$ cat src/rtl/qrst_pkg.sv
package qrst_pkg;

  localparam int STS_W = 4;
  localparam logic [STS_W-1:0] STS_IDLE = 4'd0;
  localparam logic [STS_W-1:0] STS_RUN  = 4'd1;

  localparam logic [7:0] OFF_SQ_TAIL = 8'h0C;
  localparam logic [7:0] OFF_CQ_HEAD = 8'h1C;
  localparam logic [7:0] OFF_CTL0    = 8'h20;
  localparam logic [7:0] OFF_CTL1    = 8'h24;
  localparam logic [7:0] OFF_STS     = 8'h30;

  localparam logic [2:0] LAST_STEP = 3'd7;

  typedef enum logic [1:0] {OP_RMW, OP_WR0, OP_POLL} op_e;

  typedef struct packed {
    op_e        op;
    logic [7:0] off;
    logic [4:0] bitpos;
    logic       setv;       // RMW: value written to the bit
    logic       want_idle;  // POLL: 1 = wait for idle, 0 = wait for not-running
  } step_t;

  typedef enum logic [2:0] {S_IDLE, S_RD, S_WR, S_WAIT, S_DONE} st_e;

  function automatic step_t step_of(logic [2:0] s);
    case (s)
      3'd0:    return '{OP_RMW,  OFF_CTL0,    5'd4, 1'b1, 1'b0};
      3'd1:    return '{OP_RMW,  OFF_CTL0,    5'd0, 1'b0, 1'b0};
      3'd2:    return '{OP_POLL, OFF_STS,     5'd0, 1'b0, 1'b0};
      3'd3:    return '{OP_RMW,  OFF_CTL1,    5'd0, 1'b1, 1'b0};
      3'd4:    return '{OP_WR0,  OFF_SQ_TAIL, 5'd0, 1'b0, 1'b0};
      3'd5:    return '{OP_WR0,  OFF_CQ_HEAD, 5'd0, 1'b0, 1'b0};
      3'd6:    return '{OP_RMW,  OFF_CTL0,    5'd4, 1'b0, 1'b0};
      default: return '{OP_POLL, OFF_STS,     5'd0, 1'b0, 1'b1};
    endcase
  endfunction

endpackage

$ cat src/rtl/qrst_addr_gen.sv
module qrst_addr_gen #(
  parameter int ADDR_W  = 16,
  parameter int QIDX_W  = 2,
  parameter int REGION  = 256,
  parameter int BASE_L0 = 0,
  parameter int BASE_L1 = 0
) (
  input  logic              layout_i,
  input  logic [QIDX_W-1:0] qidx_i,
  input  logic [7:0]        off_i,
  output logic [ADDR_W-1:0] addr_o
);
  localparam int SHIFT = $clog2(REGION);
  localparam logic [ADDR_W-1:0] B0 = ADDR_W'(BASE_L0);
  localparam logic [ADDR_W-1:0] B1 = ADDR_W'(BASE_L1);

  logic [ADDR_W-1:0] base;
  assign base   = layout_i ? B1 : B0;
  assign addr_o = base + (ADDR_W'(qidx_i) << SHIFT) + ADDR_W'(off_i);
endmodule

$ cat src/rtl/qrst_poll_ctr.sv
module qrst_poll_ctr #(
  parameter int GAP       = 100,
  parameter int MAX_READS = 101
) (
  input  logic clk_i,
  input  logic rst_ni,
  input  logic clr_i,      // not in a poll step
  input  logic rd_i,       // a poll read was acknowledged
  input  logic arm_i,      // start an inter-read gap
  output logic last_o,     // current read is the last one allowed
  output logic gap_done_o
);
  localparam int RC_W = $clog2(MAX_READS + 1);
  localparam int GT_W = $clog2(GAP + 1);

  logic [RC_W-1:0] rd_cnt;
  logic [GT_W-1:0] tmr;

  always_ff @(posedge clk_i or negedge rst_ni) begin
    if (!rst_ni)    rd_cnt <= '0;
    else if (clr_i) rd_cnt <= '0;
    else if (rd_i)  rd_cnt <= rd_cnt + 1'b1;
  end

  always_ff @(posedge clk_i or negedge rst_ni) begin
    if (!rst_ni)          tmr <= '0;
    else if (arm_i)       tmr <= GT_W'(GAP - 1);
    else if (tmr != '0)   tmr <= tmr - 1'b1;
  end

  assign last_o     = (rd_cnt == RC_W'(MAX_READS - 1));
  assign gap_done_o = (tmr == '0);
endmodule

$ cat src/rtl/qrst_seq.sv
module qrst_seq
  import qrst_pkg::*;
#(
  parameter int ADDR_W    = 16,
  parameter int QIDX_W    = 2,
  parameter int POLL_GAP  = 100,
  parameter int POLL_SPAN = 10000,
  parameter int BASE_L0   = 0,
  parameter int BASE_L1   = 0
) (
  input  logic              clk_i,
  input  logic              rst_ni,
  input  logic              start_i,
  input  logic [QIDX_W-1:0] qidx_i,
  input  logic              layout_i,
  output logic              done_o,
  output logic              error_o,
  output logic              req_o,
  output logic              we_o,
  output logic [ADDR_W-1:0] addr_o,
  output logic [31:0]       wdata_o,
  input  logic [31:0]       rdata_i,
  input  logic              ack_i
);
  localparam int MAX_READS = POLL_SPAN / POLL_GAP + 1;

  st_e               st;
  logic [2:0]        step;
  logic [QIDX_W-1:0] qidx_q;
  logic              lay_q;
  logic [31:0]       wdata_q;
  logic              err_q;

  step_t cur, nxt;
  logic [31:0] mask;
  logic        hit, last_rd, gap_done, poll_rd, poll_miss;

  assign cur  = step_of(step);
  assign nxt  = step_of(step + 3'd1);
  assign mask = 32'h1 << cur.bitpos;
  assign hit  = cur.want_idle ? (rdata_i[STS_W-1:0] == STS_IDLE)
                              : (rdata_i[STS_W-1:0] != STS_RUN);
  assign poll_rd   = (st == S_RD) && ack_i && (cur.op == OP_POLL);
  assign poll_miss = poll_rd && !hit && !last_rd;

  qrst_addr_gen #(
    .ADDR_W(ADDR_W), .QIDX_W(QIDX_W), .REGION(256),
    .BASE_L0(BASE_L0), .BASE_L1(BASE_L1)
  ) u_addr (
    .layout_i(lay_q), .qidx_i(qidx_q), .off_i(cur.off), .addr_o(addr_o)
  );

  qrst_poll_ctr #(.GAP(POLL_GAP), .MAX_READS(MAX_READS)) u_poll (
    .clk_i(clk_i), .rst_ni(rst_ni),
    .clr_i(cur.op != OP_POLL), .rd_i(poll_rd), .arm_i(poll_miss),
    .last_o(last_rd), .gap_done_o(gap_done)
  );

  always_ff @(posedge clk_i or negedge rst_ni) begin
    if (!rst_ni) begin
      st      <= S_IDLE;
      step    <= '0;
      qidx_q  <= '0;
      lay_q   <= 1'b0;
      wdata_q <= '0;
      err_q   <= 1'b0;
    end else begin
      case (st)
        S_IDLE: if (start_i) begin
          qidx_q <= qidx_i;
          lay_q  <= layout_i;
          err_q  <= 1'b0;
          step   <= '0;
          st     <= S_RD;
        end
        S_RD: if (ack_i) begin
          if (cur.op == OP_RMW) begin
            wdata_q <= cur.setv ? (rdata_i | mask) : (rdata_i & ~mask);
            st      <= S_WR;
          end else if (hit) begin
            if (step == LAST_STEP) st <= S_DONE;
            else begin
              step <= step + 3'd1;
              if (nxt.op == OP_WR0) begin wdata_q <= '0; st <= S_WR; end
              else st <= S_RD;
            end
          end else if (last_rd) begin
            err_q <= 1'b1;
            st    <= S_DONE;
          end else begin
            st <= S_WAIT;
          end
        end
        S_WR: if (ack_i) begin
          if (step == LAST_STEP) st <= S_DONE;
          else begin
            step <= step + 3'd1;
            if (nxt.op == OP_WR0) begin wdata_q <= '0; st <= S_WR; end
            else st <= S_RD;
          end
        end
        S_WAIT: if (gap_done) st <= S_RD;
        default: st <= S_IDLE;
      endcase
    end
  end

  assign req_o   = (st == S_RD) || (st == S_WR);
  assign we_o    = (st == S_WR);
  assign wdata_o = wdata_q;
  assign done_o  = (st == S_DONE);
  assign error_o = err_q;
endmodule

$ cat config.mk
export PLATFORM = sky130hd
export DESIGN_NAME = qrst_seq
export DESIGN_NICKNAME = d
export VERILOG_FILES = /design/src/rtl/qrst_pkg.sv /design/src/rtl/qrst_addr_gen.sv /design/src/rtl/qrst_poll_ctr.sv /design/src/rtl/qrst_seq.sv
export SDC_FILE = /design/constraint.sdc
export NUM_CORES = 1
export LEC_CHECK = 0
export ABC_AREA = 1
export BUFFER_PORTS_ARGS = -buffer_cell sky130_fd_sc_hd__buf_2
export CORE_AREA = 2 2 86 88
export CTS_CLUSTER_SIZE = 24
export DETAILED_ROUTE_END_ITERATION = 8
export DIE_AREA = 0 0 88 90
export PLACE_DENSITY = 0.8
export SETUP_SLACK_MARGIN = 0.5
export SLEW_MARGIN = 10
export SYNTH_ARGS = -nofsm -noshare
export SYNTH_HDL_FRONTEND = slang
export SYNTH_SLANG_ARGS = --single-unit
export TNS_END_PERCENT = 50
$ cat constraint.sdc
create_clock -name clk_i -period 3.41 [get_ports clk_i]
set_clock_uncertainty 0.05 [all_clocks]
set_input_delay 0.341 -clock clk_i [delete_from_list [all_inputs] [get_ports clk_i]]
set_output_delay 0.341 -clock clk_i [all_outputs]
set_load 0.03 [all_outputs]
==> flow_summary.yaml, run 1 <==
timing:
  fin_crit_sh: 0.7787
  slew_headroom: 0.4227
  period_minus_slack_ns: 2.655
  max_freq_mhz: 376.6
  fin_ws_ns: 0.7545
  hold_violations: 0
  setup_violations: 0
  rsz0062_at_grt: "false"
  slew_viol_final: 0
  worst_pin_slew_ns: 0.8659
  fin_tns_setup_ns: 0
cts:
  cts.reportedPaths.clkPinSlew_ns: 0.11
  cts_tree: "done"
  htree_levels: 2
  root_buffer: "clkbuf_8"
  clk_latency_ns: 0.31
  post_cts_buffers: 0
  cts_buffers: 5
  cts_max_path_buffers: 2
  cts_num_sinks: 55
worst_setup_path:
  cp_data_arrival_time_ns: 2.86
  rrSetupSlack_ns: 0.75
  crit_fanout: 16
  crit_start: "step[0]"
  timing.critical_path.from_type: "flip-flop"
  setup.worst_path.end: "wdata_o[19]"
  r2r_end: "wdata_o[19]"
  worstPathRequired_ns: 3.62
  end_kind: "flip-flop"
  r2r_cells: 11
  path_class: "flip-flop to flip-flop"
  r2r-start: "step[0]"
finish:
  area_growth_pct: 13.36
  diodes: 0
  instances_no_fill: 792
  drive_above_1_share: 0.1703
  ff_latch_area_sq_um: 1376
  multi_input_area_sq_um: 2293
  final_area_sq_um: 4522
  fin_nets: 743
  nFillCells: 653
synthesis:
  synth_area_leaders: "dfrtp_1, nand2_1, a21boi_0"
  ys_seq_area_frac: 0.3450
  synth_most_common_cell: "nand2_1"
  syn_avg_cell_area_sq_um: 6.413
  ys.flop_type: "dfrtp_1"
  yosysTopAreaCell: "dfrtp_1"
  synth-edff-count: 0
  synth_area_sq_um: 3989
  synth_top_cells_by_count: "nand2_1, dfrtp_1, inv_1, a21boi_0, nor2_1"
  ys_seq_elements: 55
  netlist_instances: 622
  yosysWarningCount: 0
  synthArstFlopShare: 1.000
  synthDistinctLibCells: 32
  yosys.area.top_type_share: 0.3450
min_path:
  min_path_type: "input pin to async pin"
detailed_routing:
  drc: 0
  first_pass_iters: 5
  drt_iter0_drc: 226
  wl_per_cell_um: 12.56
  via_per_inst: 5.102
  wl_um: 9948
  drtAntennaViolNets: 0
  vias: 4041
global_routing:
  grt_pass1_wl_um: 16970
  grt_pass1_vias: 3901
  antenna_found_initial: 0
  grt-ovfl-total: 0
  grt_max_degree: 36
  grtUsageTotal: 0.2597
power_and_ir_drop:
  power_density_nw_per_um2: 1017
  worst_ir_drop_vdd_mv: 0.5059
  p_leak_uw: 0.002625
  switching_share: 0.5565
  power_switching_uw: 2558
  p_int_uw: 2039
  seqPwrFrac: 0.244
  power_frac_comb: 0.667
  pwr-share-clk: 0.089
floorplanning:
  core_area_sq_um: 7020
  core.rowCount: 31
  die-height_um: 90
  io_pins: 91
  start_util: 0.5682
  dieArea_sq_um: 7920
  die_w_um: 88
flow_run:
  maxCapViolCount: 0
place:
  gp_congestion: 0.9129
  placed_cells: 783
  dp_slack_ns: 0.7494
  dp_hpwl_um: 6877
  dpl-instance-area_sq_um: 4402
  portBuffers: 79
run_status:
  status: "finished, final reports clean"
## flip-flops by register name, indices dropped and copies added (netlist names)
signal         cells
qidx_q             2
error_o            1
u_poll.rd_cnt      7
u_poll.tmr         7
step               3
wdata_o           32
st                 3
## what timing repair did
| item | CTS | global route |
|---|---|---|
| hold buffers | 0 | 0 |
| resized for setup | 0 | 1 |
| setup endpoints to repair | 0 | 32 |
## worst max-delay path, cell delays in order (launching register included)
cell	delay, ns
dfrtp_1	0.44
ha_1	0.24
ha_1	0.20
inv_1	0.12
nand2_1	0.07
nor2_1	0.11
nand3_1	0.14
nand2_2	0.16
nand2_2	0.11
o21ai_2	0.71
nand2_1	0.12
nand2_1	0.11
## cells in the final DEF (no fill, tap or decap), drive strengths merged, types with 2 or more instances in the layout
cell type	n
a21oi	6
dfrtp	55
nor3	8
xor2	3
conb	10
inv	42
o211ai	2
nand3	21
nor2	25
buf	88
nand4	3
a21boi	32
o21ai	19
ha	12
or2	3
nor3b	2
clkbuf	7
nand2	350
## kinds of logic (layout without fill, tap and decap cells)
logic type,Yosys count,after routing,synth area share
AOI/OAI and AO/OA,60,61,0.1051
xor gates and xnor gates,4,4,0.008785
adders and majority gates,12,12,0.03764
buffers and inverters,78,139,0.09316
DFF,55,55,0.3450
other,1,10,0.0009401
and+or+nand+nor,412,412,0.4094
## metal layers
metal,vias to the layer above,GRT usage,share of wire
met2,101,0.4602,0.51
met1,1881,0.3239,0.43
li1,2044,-,-
met4,0,0.06795,0.011
met3,15,0.03949,0.047
met5,-,0,0
## stage by stage
| stage | utilization | hold slack [ns] | power (uW) |
|---|---|---|---|
| finish | 0.6441 | 0.05474 | 4597 |
| global route | 0.6441 | 0.1328 | 5086 |
| CTS | 0.6418 | 0.09102 | 4578 |
| detailed placement | 0.6270 | 0.4230 | 4157 |
| global placement | 0.6270 | 0.4092 | 4055 |
| floorplan | - | -0.004591 | 3505 |
## power groups by stage
stage,registers (uW),logic (uW),clock network (uW)
after CTS,1120,3040,416
after global placement,1120,2940,0
after global routing,1160,3480,445
final,1120,3070,409
after detailed placement,1130,3030,0
after floorplan,1460,2050,0
## worst min path at each step
stage              start                to  cells past startpoint  slack (ns)
3_5_place_dp   qidx_q[0]         qidx_q[0]                      2        0.42
4_1_cts           rst_ni  u_poll.rd_cnt[1]                      1        0.09
3_3_place_gp   qidx_q[0]         qidx_q[0]                      2        0.41
2_1_floorplan     rst_ni           error_o                      0      -0.005
6_report          rst_ni  u_poll.rd_cnt[4]                      1        0.05
5_1_grt           rst_ni  u_poll.rd_cnt[4]                      1        0.13
## area by class of cell
class / count / area share
Clock buffer: 7 / 0.02131
Inverter: 43 / 0.03569
Tap cell: 99 / 0.02739
Sequential cell: 55 / 0.3044
Timing Repair Buffer: 88 / 0.1024
Multi-Input combinational cell: 499 / 0.5072
Clock inverter: 1 / 0.001660
Power figures use the tool's default switching activity.
==> run 2, diff against run 1 <==
Settings changed: ABC_AREA 1 to 0, CORE_AREA 2 2 86 88 to 2 2 79 81, DIE_AREA 0 0 88 90 to 0 0 81 83, PLACE_DENSITY 0.8 to 0.73.
Clock period 3.41 ns to 2.7 ns, I/O delays scaled along.
==> run 2 against run 1 <==
- setup slack worse by 0.43 ns
- non-clock buffer count rose by 9
- wire length is 33% lower
- sequential cell count unchanged
- register-to-register slack got worse by 0.43 ns
- power down 0.15%
- combinational power shrank 14%
==> flow_summary.yaml, run 2 <==
synthesis:
  synth_top_cells_by_count: "dfrtp_1, a22o_1, nor2_1, nand2_1, ha_1"
  ys_seq_elements: 55
  yosysTopAreaCell: "dfrtp_1"
  synthArstFlopShare: 1.000
  synth_area_leaders: "dfrtp_1, a22o_1, ha_1"
  synth-edff-count: 0
  synth_most_common_cell: "dfrtp_1"
  synthDistinctLibCells: 57
  ys_seq_area_frac: 0.4793
  yosysWarningCount: 0
  synth_area_sq_um: 2872
  yosys.area.top_type_share: 0.4793
  netlist_instances: 257
  ys.flop_type: "dfrtp_1"
  syn_avg_cell_area_sq_um: 11.17
finish:
  nFillCells: 496
  diodes: 0
  area_growth_pct: 26.54
  drive_above_1_share: 0.3977
  layout_commonest_cell: "buf_2"
  layout_common_cells: "buf_2, dfrtp_1, a22o_1"
  final_area_sq_um: 3633
  largest_reg_flops: 32
  fin_nets: 402
timing:
  slew_viol_final: 0
  rsz0062_at_grt: "true"
  fin_ws_ns: 0.3224
  slew_headroom: 0.5911
  period_minus_slack_ns: 2.378
  hold_violations: 0
  setup_violations: 0
  max_freq_mhz: 420.6
  fin_crit_sh: 0.8806
  fin_tns_setup_ns: 0
  worst_pin_slew_ns: 0.6107
min_path:
  min_path_type: "input pin to flip-flop"
  hold_path_startpoint: "rdata_i[9]"
power_and_ir_drop:
  power_frac_comb: 0.574
  switching_share: 0.4523
  p_int_uw: 2514
  seqPwrFrac: 0.307
  power.total_uw: 4590
  power_density_nw_per_um2: 1263
  worst_ir_drop_vdd_mv: 0.5842
  power_switching_uw: 2076
  pwr-share-clk: 0.119
  p_leak_uw: 0.001814
cts:
  cts.reportedPaths.clkPinSlew_ns: 0.10
  htree_levels: 2
  cts_tree: "done"
  cts_buffers: 5
  cts_num_sinks: 55
  cts_max_path_buffers: 2
  root_buffer: "clkbuf_8"
  clk_latency_ns: 0.30
floorplanning:
  die-height_um: 83
  core.rowCount: 28
  start_util: 0.4938
  dieArea_sq_um: 6723
  io_pins: 91
  core_area_sq_um: 5816
  die_w_um: 81
global_routing:
  grt_max_degree: 33
  antenna_found_initial: 0
  grt_pass1_wl_um: 11030
  grtUsageTotal: 0.2067
  grt_pass1_vias: 2245
  grt-ovfl-total: 0
worst_setup_path:
  crit_start: "step[1]"
  r2r-start: "step[1]"
  cp_data_arrival_time_ns: 2.53
  worstPathRequired_ns: 2.85
  timing.critical_path.from_type: "flip-flop"
  crit_fanout: 8
  path_class: "flip-flop to flip-flop"
  end_kind: "flip-flop"
place:
  dpl-instance-area_sq_um: 3312
  gp_congestion: 0.8455
  dp_hpwl_um: 4438
  portBuffers: 79
  dp_slack_ns: 0.1372
detailed_routing:
  drt_iter0_drc: 95
  drtAntennaViolNets: 0
  vias: 2304
  wl_per_cell_um: 15.66
  via_per_inst: 5.396
  wl_um: 6688
  drc: 0
  first_pass_iters: 4
run_status:
  status: "finished, final reports clean"
flow_run:
  maxCapViolCount: 0
[run 2: cell types whose count changed in the layout (fill, tap and decap cells not counted), moves of 5 or more]
cell / delta
inv_2: -5
o21ai_1: -5
ha_4: +5
ha_1: -6
buf_4: +6
nand3_1: -18
a21boi_0: -32
nand2_2: -6
inv_1: -27
a22o_1: +32
nand2_1: -327
[run 2: power by group through the flow]
| stage | combinational [uW] | clock [uW] | sequential, uW |
|---|---|---|---|
| floorplan | 1420 | 0 | 1830 |
| global placement | 2290 | 0 | 1390 |
| detailed placement | 2330 | 0 | 1410 |
| CTS | 2530 | 565 | 1400 |
| global route | 2850 | 603 | 1450 |
| finish | 2640 | 548 | 1410 |
[run 2: cell type report]
type                    count  area (sq um)  share of cell area
repair buffers             97         546.8              0.1505
flip-flops and latches     55          1379              0.3795
multi-input cells         180          1450              0.3991
clock inverters             2         38.79             0.01067
clock buffers               6         72.57             0.01997
well taps                  75         93.84             0.02583
inverters                  12         52.55             0.01446
[run 2: logic make-up after synthesis]
kind of cell               synth area share
and+or+nand+nor                      0.1451
other                              0.001306
AOI/OAI and AO/OA                    0.1704
DFF                                  0.4793
adders and majority gates           0.05229
xor gates and xnor gates            0.02745
muxes                               0.04226
buffers and inverters               0.08191
[run 2: critical path, stage by stage (launching register included)]
cell	delay, ns
dfrtp_2	0.46
buf_4	0.16
ha_4	0.17
nor2b_2	0.20
o31ai_4	0.31
nor2_4	0.10
or4b_4	0.60
a22o_1	0.21
[run 2: what timing repair did]
| action | 4_1_cts | 5_1_grt |
|---|---|---|
| setup buffers | 8 | 4 |
| gates cloned | 2 | 1 |
| hold buffers | 1 | 0 |
| hold endpoints to repair | 16 | 0 |
| gates resized for setup | 13 | 6 |
| pin swaps | 11 | 6 |
| endpoints found under the setup margin | 41 | 50 |
[run 2: path summary, 6_finish.rpt]
check / to / slack, ns / depth (start not counted)
max: wdata_o[31] / 0.32 / 7
min: wdata_o[9] / 0.13 / 2
max reg2reg: wdata_o[31] / 0.32 / 7
min reg2reg: wdata_o[23] / 0.45 / 1
max in group asynchronous: wdata_o[4] / 1.59 / 3
min in group asynchronous: qidx_q[1] / 0.37 / 2
[run 2: layer usage]
layer	up-vias	track usage	share of wire	wire, um
met5	-	0	0	0
met4	0	0.05239	0.0096	64
met3	6	0.04457	0.043	287
met2	63	0.3261	0.49	3289
met1	1140	0.2894	0.46	3046
li1	1095	-	-	-
[run 2: per-stage QoR]
stage          utilization  hold WS [ns]  cells
2_1_floorplan            -      -0.07559    266
3_3_place_gp        0.5695        0.1740    403
3_5_place_dp        0.5695        0.1766    403
4_1_cts             0.6134        0.1245    422
5_1_grt             0.6248        0.1151    427
6_report            0.6248        0.1316    427
